<file path="config.mk">
export PLATFORM = sky130hd
export DESIGN_NAME = sample_period_gen
export DESIGN_NICKNAME = d
export VERILOG_FILES = /design/src/rtl/spg_pkg.sv /design/src/rtl/spg_req_select.sv /design/src/rtl/spg_len_calc.sv /design/src/rtl/spg_counter.sv /design/src/rtl/sample_period_gen.sv
export SDC_FILE = /design/constraint.sdc
export NUM_CORES = 1
export LEC_CHECK = 0
export CAP_MARGIN = 20
export CORE_MARGIN = 2
export CORE_UTILIZATION = 58
export CTS_CLUSTER_DIAMETER = 30
export CTS_CLUSTER_SIZE = 40
export DETAILED_ROUTE_END_ITERATION = 7
export PLACE_DENSITY = 0.79
export SYNTH_ARGS = -nofsm -noshare
export SYNTH_HDL_FRONTEND = slang
export SYNTH_HIERARCHICAL = 1
export SYNTH_SLANG_ARGS = --single-unit
</file>
<file path="constraint.sdc">
create_clock -name clk -period 19.75 [get_ports clk]
set_clock_uncertainty 0.15 [all_clocks]
set_input_delay 1.975 -clock clk [delete_from_list [all_inputs] [get_ports clk]]
set_output_delay 1.975 -clock clk [all_outputs]
set_load 0.02 [all_outputs]
</file>
<file path="src/rtl/spg_pkg.sv">
package spg_pkg;
  typedef enum logic [1:0] {
    CMD_NONE = 2'b00,
    CMD_UP   = 2'b01,
    CMD_DOWN = 2'b10,
    CMD_BOTH = 2'b11
  } adj_cmd_e;

  localparam int MIN_LEN = 4;

  function automatic logic cmd_active(input logic [1:0] c);
    return (c == CMD_UP) || (c == CMD_DOWN);
  endfunction
endpackage

</file>
<file path="src/rtl/spg_req_select.sv">
module spg_req_select #(
  parameter int NSRC = 3
) (
  input  logic [NSRC-1:0][1:0] req_in,
  output spg_pkg::adj_cmd_e    cmd
);
  import spg_pkg::*;

  logic [NSRC-1:0] active;

  genvar g;
  generate
    for (g = 0; g < NSRC; g++) begin : g_act
      assign active[g] = cmd_active(req_in[g]);
    end
  endgenerate

  // index 0 has highest priority: walk from lowest to highest, overriding
  always_comb begin
    cmd = CMD_NONE;
    for (int i = NSRC - 1; i >= 0; i--) begin
      if (active[i]) cmd = adj_cmd_e'(req_in[i]);
    end
  end
endmodule

</file>
<file path="src/rtl/spg_len_calc.sv">
module spg_len_calc #(
  parameter int A_W    = 8,
  parameter int B_W    = 8,
  parameter int TRIM_W = 6,
  localparam int LEN_W = A_W + B_W + 2,
  localparam int SW    = LEN_W + 2
) (
  input  logic [A_W-1:0]           div_a,
  input  logic [B_W-1:0]           div_b,
  input  logic signed [TRIM_W-1:0] trim,
  input  spg_pkg::adj_cmd_e        cmd,
  output logic [LEN_W-1:0]         len
);
  import spg_pkg::*;

  localparam logic signed [SW-1:0] MIN_S = SW'(MIN_LEN);

  logic [A_W+B_W-1:0]     prod;
  logic [LEN_W-1:0]       nominal;
  logic signed [SW-1:0]   trim_x;
  logic signed [SW-1:0]   delta;
  logic signed [SW-1:0]   sum;

  always_comb begin
    prod    = {{B_W{1'b0}}, div_a} * {{A_W{1'b0}}, div_b};
    nominal = {1'b0, prod, 1'b0};
    trim_x  = {{(SW-TRIM_W){trim[TRIM_W-1]}}, trim};
    case (cmd)
      CMD_UP:   delta = trim_x;
      CMD_DOWN: delta = -trim_x;
      default:  delta = '0;
    endcase
    sum = $signed({2'b00, nominal}) + delta;
    if (sum < MIN_S) len = LEN_W'(MIN_LEN);
    else             len = sum[LEN_W-1:0];
  end
endmodule

</file>
<file path="src/rtl/spg_counter.sv">
module spg_counter #(
  parameter int LEN_W = 18
) (
  input  logic             clk,
  input  logic             rst,
  input  logic [LEN_W-1:0] next_len,
  output logic             wrap,
  output logic             fsync,
  output logic [LEN_W-1:0] period_len
);
  logic [LEN_W-1:0] cnt;

  assign wrap = (cnt == '0);

  always_ff @(posedge clk) begin
    if (rst) begin
      cnt        <= '0;
      fsync      <= 1'b0;
      period_len <= '0;
    end else if (wrap) begin
      cnt        <= next_len - LEN_W'(1);
      fsync      <= 1'b1;
      period_len <= next_len;
    end else begin
      cnt        <= cnt - LEN_W'(1);
      fsync      <= 1'b0;
    end
  end
endmodule

</file>
<file path="src/rtl/sample_period_gen.sv">
module sample_period_gen #(
  parameter int A_W    = 8,
  parameter int B_W    = 8,
  parameter int TRIM_W = 6,
  localparam int LEN_W = A_W + B_W + 2
) (
  input  logic                     clk,
  input  logic                     rst,
  input  logic [A_W-1:0]           div_a,
  input  logic [B_W-1:0]           div_b,
  input  logic signed [TRIM_W-1:0] trim,
  input  logic [1:0]               req_pri,
  input  logic [1:0]               req_sec,
  input  logic [1:0]               req_pin,
  output logic                     fsync,
  output logic [LEN_W-1:0]         period_len
);
  import spg_pkg::*;

  localparam int NSRC = 3;

  logic [NSRC-1:0][1:0] req_all;
  adj_cmd_e             cmd;
  logic [LEN_W-1:0]     next_len;
  logic                 wrap;

  assign req_all = {req_pin, req_sec, req_pri};

  spg_req_select #(.NSRC(NSRC)) u_sel (
    .req_in (req_all),
    .cmd    (cmd)
  );

  spg_len_calc #(.A_W(A_W), .B_W(B_W), .TRIM_W(TRIM_W)) u_calc (
    .div_a (div_a),
    .div_b (div_b),
    .trim  (trim),
    .cmd   (cmd),
    .len   (next_len)
  );

  spg_counter #(.LEN_W(LEN_W)) u_cnt (
    .clk        (clk),
    .rst        (rst),
    .next_len   (next_len),
    .wrap       (wrap),
    .fsync      (fsync),
    .period_len (period_len)
  );
endmodule

</file>
# Word level (Yosys, flattened, before mapping)
# Index checks and enable logic that the tools add are counted.
# totals
reg_bits,37
latchBits,0
ramBits,0
mem_bits_ro,0
in_bits,30
out_inout_bits,19
elab_cells,28
memories,0
# classes
n_addsub,4
n_mul,1
n_div,0
order_cmp,1
eq_ne,8
n_shift,0
muxes,7
bitwise_logic,0
n_reduce_logical,4
# ops
op,n
$pmux 20 s2,1
$mux 18,2
$sub 18x1->18 const B,2
$add 18x20->20,1
$lt 20x4->1 const B,1
$neg 6->20,1
$logic_not 18->1,1
$mul 8x8->16,1
$eq 2x1->1 const B,4
$eq 2x2->1 const B,4
$mux 2,3
$logic_or 1x1->1,3
$mux 1,1

# Longest topological paths before layout
# Gate-level depths: netlist of run 1.
# logic_depth
word_depth,12
depth_mapped,34
mapped_depth_nobuf,32

# By module
# The synthesis of run 1 kept the hierarchy.
# by_module_without_submodules
module,instances,cells_each,area_each_um2,seq_area_each_um2
spg_len_calc,1,447,3509.6,0.0
spg_counter,1,239,1881.8,740.7
spg_req_select,1,10,87.6,0.0

# Worst setup path after synthesis of run 1
# OpenSTA, ideal clock, no wires.
# synth_path
kind,input to register
startpoint,input port div_a[1]
endpoint,register u_cnt.cnt[15]
setup_ns,0.123
t_arrival_ns,9.369
required_time_ns,19.477
setup_slack_ns,10.108
cell_stages,31
path_buffers,2
path_cell_list,and2_1 > fa_1 > fa_1 > inv_1 > fa_1 > fa_1 > inv_1 > ha_1 > a21oi_1 > nor2b_1 > o211ai_1 > nand2_1 > a41oi_1 > nor2b_1 > xnor2_1 > ha_1 > buf_2 > nand2_1 > o21ai_0 > a21oi_1 > o31ai_1 > a21oi_1 > or3b_4 > xnor2_2 > or3_1 > or4_1 > buf_2 > o41ai_4 > o2111ai_2 > nor4_2 > mux2_1
# synth_via
elab_chain_len,6
# synth_lines
item,line_no,rtl
"start, declared",sample_period_gen.sv:9,"input logic [A_W-1:0] div_a,"
$mul 8x8->16 *,spg_len_calc.sv:25,"prod = {{B_W{1'b0}}, div_a} * {{A_W{1'b0}}, div_b};"
$add 18x20->20 *,spg_len_calc.sv:33,"sum = $signed({2'b00, nominal}) + delta;"
$lt 20x4->1,spg_len_calc.sv:34,if (sum < MIN_S) len = LEN_W'(MIN_LEN);
$mux 18 *,spg_len_calc.sv:34,
named net next_len[2],sample_period_gen.sv:24,logic [LEN_W-1:0] next_len;
$sub 18x1->18 *,spg_counter.sv:21,cnt <= next_len - LEN_W'(1);
$mux 18 *,spg_counter.sv:20,end else if (wrap) begin
"end signal, assigned",spg_counter.sv:21,
"end signal, assigned",spg_counter.sv:25,cnt <= cnt - LEN_W'(1);
"end, declared",spg_counter.sv:11,logic [LEN_W-1:0] cnt;
# Mark *: on every way through the listed nets, which the timed path passes. The rest lies on a longest branch.
# A chain may end at the register's enable or synchronous reset.

# Worst setup path after layout of run 1
# layout_path
startpoint,input port div_b[4]
endpoint,register u_cnt.cnt[15]
# layout_via
elab_chain_len,6
# layout_lines
item,line_no,rtl
"start, declared",sample_period_gen.sv:10,"input logic [B_W-1:0] div_b,"
$mul 8x8->16,spg_len_calc.sv:25,
$add 18x20->20,spg_len_calc.sv:33,
$lt 20x4->1,spg_len_calc.sv:34,
$mux 18,spg_len_calc.sv:34,
named net next_len[2],sample_period_gen.sv:24,
$sub 18x1->18,spg_counter.sv:21,
$mux 18,spg_counter.sv:20,
# The timed path passes the listed nets, and every way through them passes these cells.

==> results of run 1 <==
[state kept, by name, summed over array words and instances, names as in the netlist]
signal / count
u_cnt/cnt: 18
u_cnt/period_len: 18
u_cnt/fsync: 1
[worst register-to-register path, delay by kind of cell (launching register included)]
kind	cells	cell delay (ps)
buf+inv	1	480
simple gates	4	1060
compound gates	3	1020
xor+xnor	1	200
fa+ha+maj	1	400
flops	1	520
[final timing paths]
check / start / end / slack (ps)
min reg2reg: u_cnt/period_len[13]$_SDFFE_PP0N_ / u_cnt/period_len[13]$_SDFFE_PP0N_ / 300
max: div_b[4] / u_cnt/cnt[15]$_SDFF_PP0_ / 8860
min: u_cnt/period_len[13]$_SDFFE_PP0N_ / u_cnt/period_len[13]$_SDFFE_PP0N_ / 300
max reg2reg: u_cnt/cnt[13]$_SDFF_PP0_ / u_cnt/cnt[14]$_SDFF_PP0_ / 15810
[layout make-up]
class,instances,area (um^2)
multi-input cells,575,4410
fillers,770,3090
flip-flops and latches,37,741
repair buffers,49,488
inverters,65,244
well taps,111,139
clock buffers,7,86.3
[metrics by stage]
stage,total power [uW],utilization,cells
after floorplan,637,-,696
after global placement,787,0.654,837
after detailed placement,805,0.654,837
after CTS,862,0.664,844
after global routing,953,0.664,844
final,878,0.664,844
[logic make-up after synthesis]
logic type	after synthesis	synth area share
flops	37	0.135
compound gates	148	0.177
xor+xnor	36	0.0589
fa+ha+maj	101	0.280
buf+inv	84	0.0607
mux	4	0.00754
simple gates	286	0.280
[power groups by stage]
stage	combinational, uW	clock (uW)	sequential (uW)
after floorplan	512	0	125
after global placement	672	0	115
after detailed placement	688	0	116
after CTS	694	53.7	115
after global routing	779	56.8	117
final	709	52.8	115
[synth_stat cells (all sizes together) (4+ instances only)]
master  instances
a211oi          4
a21o           10
a21oi          70
a31oi           4
and2           65
buf             8
clkbuf         11
dfxtp          37
fa             37
ha             60
inv            65
maj3            4
nand2          75
nand2b          5
nand3           8
nand4           4
nor2           54
nor2b           7
nor3           21
nor3b           4
nor4            7
o211ai          7
o21a            4
o21ai          18
or2             4
or3            16
or4             4
xnor2          23
xor2           13
[metal layers]
layer,share of wire,vias to the layer above,routed length (um)
met1,0.43,2363,5740
met3,0.044,23,593
li1,-,2465,-
met4,0.018,0,237
met2,0.51,168,6900
met5,0,-,0
[cell usage in the layout (no fill, tap or decap), drive strengths merged, types with 16 or more instances in the layout]
master / instances
a21oi: 70
and2: 65
clkdlybuf4s50: 48
dfxtp: 37
fa: 37
ha: 60
inv: 65
nand2: 75
nor2: 54
nor3: 21
o21ai: 18
or3: 16
xnor2: 23
==> impl_table.tex, run 1 <==
\begin{tabular}{lr}
\hline
Metric & Value \\
\hline
\multicolumn{2}{l}{\textbf{Pwr}} \\
Switching share of power & 0.549 \\
Internal cell power & 395 uW \\
Worst supply voltage drop on vdd & between 0.00006 and 0.00007 V \\
Power per unit of standard cell area & about 140 nW/um\^{}2 \\
Relative contribution of combinational cells to total power & 0.808 \\
Power share of the clock group & 0.060 \\
Leakage power & approximately 0.0027 uW \\
Share of total power in sequential cells & 0.132 \\
Sw power & approximately 480 uW \\
\multicolumn{2}{l}{\textbf{Clock network}} \\
CTS resizes & 0 \\
Number of buffers between clock root and the deepest sink & 2 \\
Setup Buffers After CTS & 0 \\
Deepest level of the CTS H-tree & 2 \\
Root buf cell & sky130\_fd\_sc\_hd\_\_clkbuf\_8 \\
Number of sinks handled by clock tree synthesis & 37 \\
Clock tree from TritonCTS & built \\
Clock edge transition at the registers on the reported setup and hold paths & about 70 ps \\
Clock insertion delay at the later pin of the skew report & 280 ps \\
Number of buffers inserted for hold repair after clock tree synthesis & 0 \\
Clock buffer count from CTS & 5 \\
\multicolumn{2}{l}{\textbf{Yosys}} \\
Count of cell types in the netlist & 73 \\
Count of synthesis-stage warnings from yosys & 6 \\
Share of synthesized registers carrying an async set or reset & 0 \\
Net count of the mapped netlist & slightly above 800 \\
Average cell area after synthesis & between 7 and 8 um\^{}2 \\
Area fraction of the dominant cell type after synthesis & 0.137 \\
Post-synth EDFFs & 0 \\
Register bit count reported by yosys & 37 \\
Cell type contributing the most total cell area after synthesis & sky130\_fd\_sc\_hd\_\_ha\_1 \\
Largest cells by area after synthesis & sky130\_fd\_sc\_hd\_\_ha\_1, sky130\_fd\_sc\_hd\_\_dfxtp\_1, sky130\_fd\_sc\_hd\_\_fa\_1 \\
Netlist Area Pre-Place & $\sim$5500 um\^{}2 \\
Sequential area share after synthesis & 0.135 \\
Main synth FF type & sky130\_fd\_sc\_hd\_\_dfxtp\_1 \\
Cells after synthesis & between 600 and 700 \\
\multicolumn{2}{l}{\textbf{Critical path}} \\
Delay-heaviest family, CP & adder cells \\
CP Data Arrival Time & approximately 11000 ps \\
Setup Crit Path Kind & in -> reg \\
WP buf/inv & 3 \\
Worst reg-to-reg path cell count & 10 \\
Critical Path Slowest Stage Cell & sky130\_fd\_sc\_hd\_\_or4\_1 \\
Slowest Stage Delay on Critical Path & 700 ps \\
WP depth & 30 \\
Setup crit end kind & register \\
Most Frequent Cell on Critical Path & sky130\_fd\_sc\_hd\_\_fa\_1 \\
Kind of start point of the critical path & input port \\
Largest driver fanout on the critical path & 14 \\
Required @ worst endpoint & around 20000 ps \\
\multicolumn{2}{l}{\textbf{Cells and area}} \\
Finished layout cell area & about 6000 um\^{}2 \\
N\_diodes & 0 \\
Final nets & 860 \\
Layout cell share with drive strength beyond 1 & 0.0546 \\
Area delta synth->final & 11.4\% \\
\multicolumn{2}{l}{\textbf{Placement}} \\
\# port buffers & 48 \\
Cell area reported after detailed placement & $\sim$6000 um\^{}2 \\
RePlAce Congestion & approximately 1 \\
Worst setup slack before clock tree synthesis & 8680 ps \\
Placed wire-length estimate after detailed placement & about 11 mm \\
\multicolumn{2}{l}{\textbf{Floorplanning}} \\
Initial standard-cell utilization of the core & 0.596 \\
Die extent in y & approximately 100 um \\
Chip width & 101 um \\
Full die area & slightly above 10000 um\^{}2 \\
Io pins & 49 \\
\# rows & 35 \\
Core ar. & a little over 9000 um\^{}2 \\
\multicolumn{2}{l}{\textbf{Timing}} \\
Setup repair after global routing missed its margin & no \\
Number of setup violations in the final report & 0 \\
Worst hold margin & 303 ps \\
Slew at the pin closest to its max-slew limit & about 860 ps \\
Aggregate negative setup slack & 0 ps \\
Final period util & 0.552 \\
Final Slew Violations & 0 \\
Min Tclk post-route & about 11000 ps \\
Fin. Hold Viols & 0 \\
Setup slack after layout & 8860 ps \\
Maximum achievable frequency & $\sim$90 MHz \\
Worst slew margin relative to its limit & 0.424 \\
\multicolumn{2}{l}{\textbf{Outcome}} \\
Run status & complete, no violations \\
\multicolumn{2}{l}{\textbf{Drt}} \\
Drt total wl & 13.5 mm \\
Via/cell ratio & 5.95 \\
Number of detailed-routing iterations run before antenna repair & 5 \\
Vias after detailed routing & 5019 \\
Routed length per instance & 16.0 um \\
Post-DRT Antenna Nets & 0 \\
Violation count after the first detailed-route iteration & 357 \\
Final routed DRC violation total & 0 \\
\multicolumn{2}{l}{\textbf{Global routing}} \\
Vias in the first global route & 5111 \\
Antenna violations before repair & 0 \\
GR Util met2 & 0.518 \\
Maximum number of pins on one net before global-route repair & 38 \\
First-pass GRT wire length & approximately 23 mm \\
Fraction of met3 tracks used by global routing & 0.0193 \\
Gr ovfl total & 0 \\
Global route hottest layer & met2 \\
GRT Overall Usage & 0.279 \\
Global routing usage on met1 & 0.356 \\
\multicolumn{2}{l}{\textbf{Worst hold path}} \\
Type of the most critical hold path & reg -> reg \\
Worst hold path depth & 2 \\
\multicolumn{2}{l}{\textbf{Job}} \\
Count of maximum capacitance violations & 0 \\
\hline
\end{tabular}
Power figures use the tool's default switching activity.
==> run 2, diff against run 1 <==
==> constraint.sdc (replaced) <==
create_clock -name clk -period 11 [get_ports clk]
set_clock_uncertainty 0.15 [all_clocks]
set_input_delay 1.1 -clock clk [delete_from_list [all_inputs] [get_ports clk]]
set_output_delay 1.1 -clock clk [all_outputs]
set_load 0.02 [all_outputs]
==> results of run 2 <==
Same layout as run 1 (identical final DEF). Status: complete, no violations.
Among the figures that moved: setup slack after placement 8680 ps -> 808 ps; setup slack after layout 8860 ps -> 982 ps; register-to-register setup slack 15810 ps -> 7060 ps; total power 878 uW -> 1580 uW; worst IR drop on VDD 0.0000694 V -> 0.000125 V
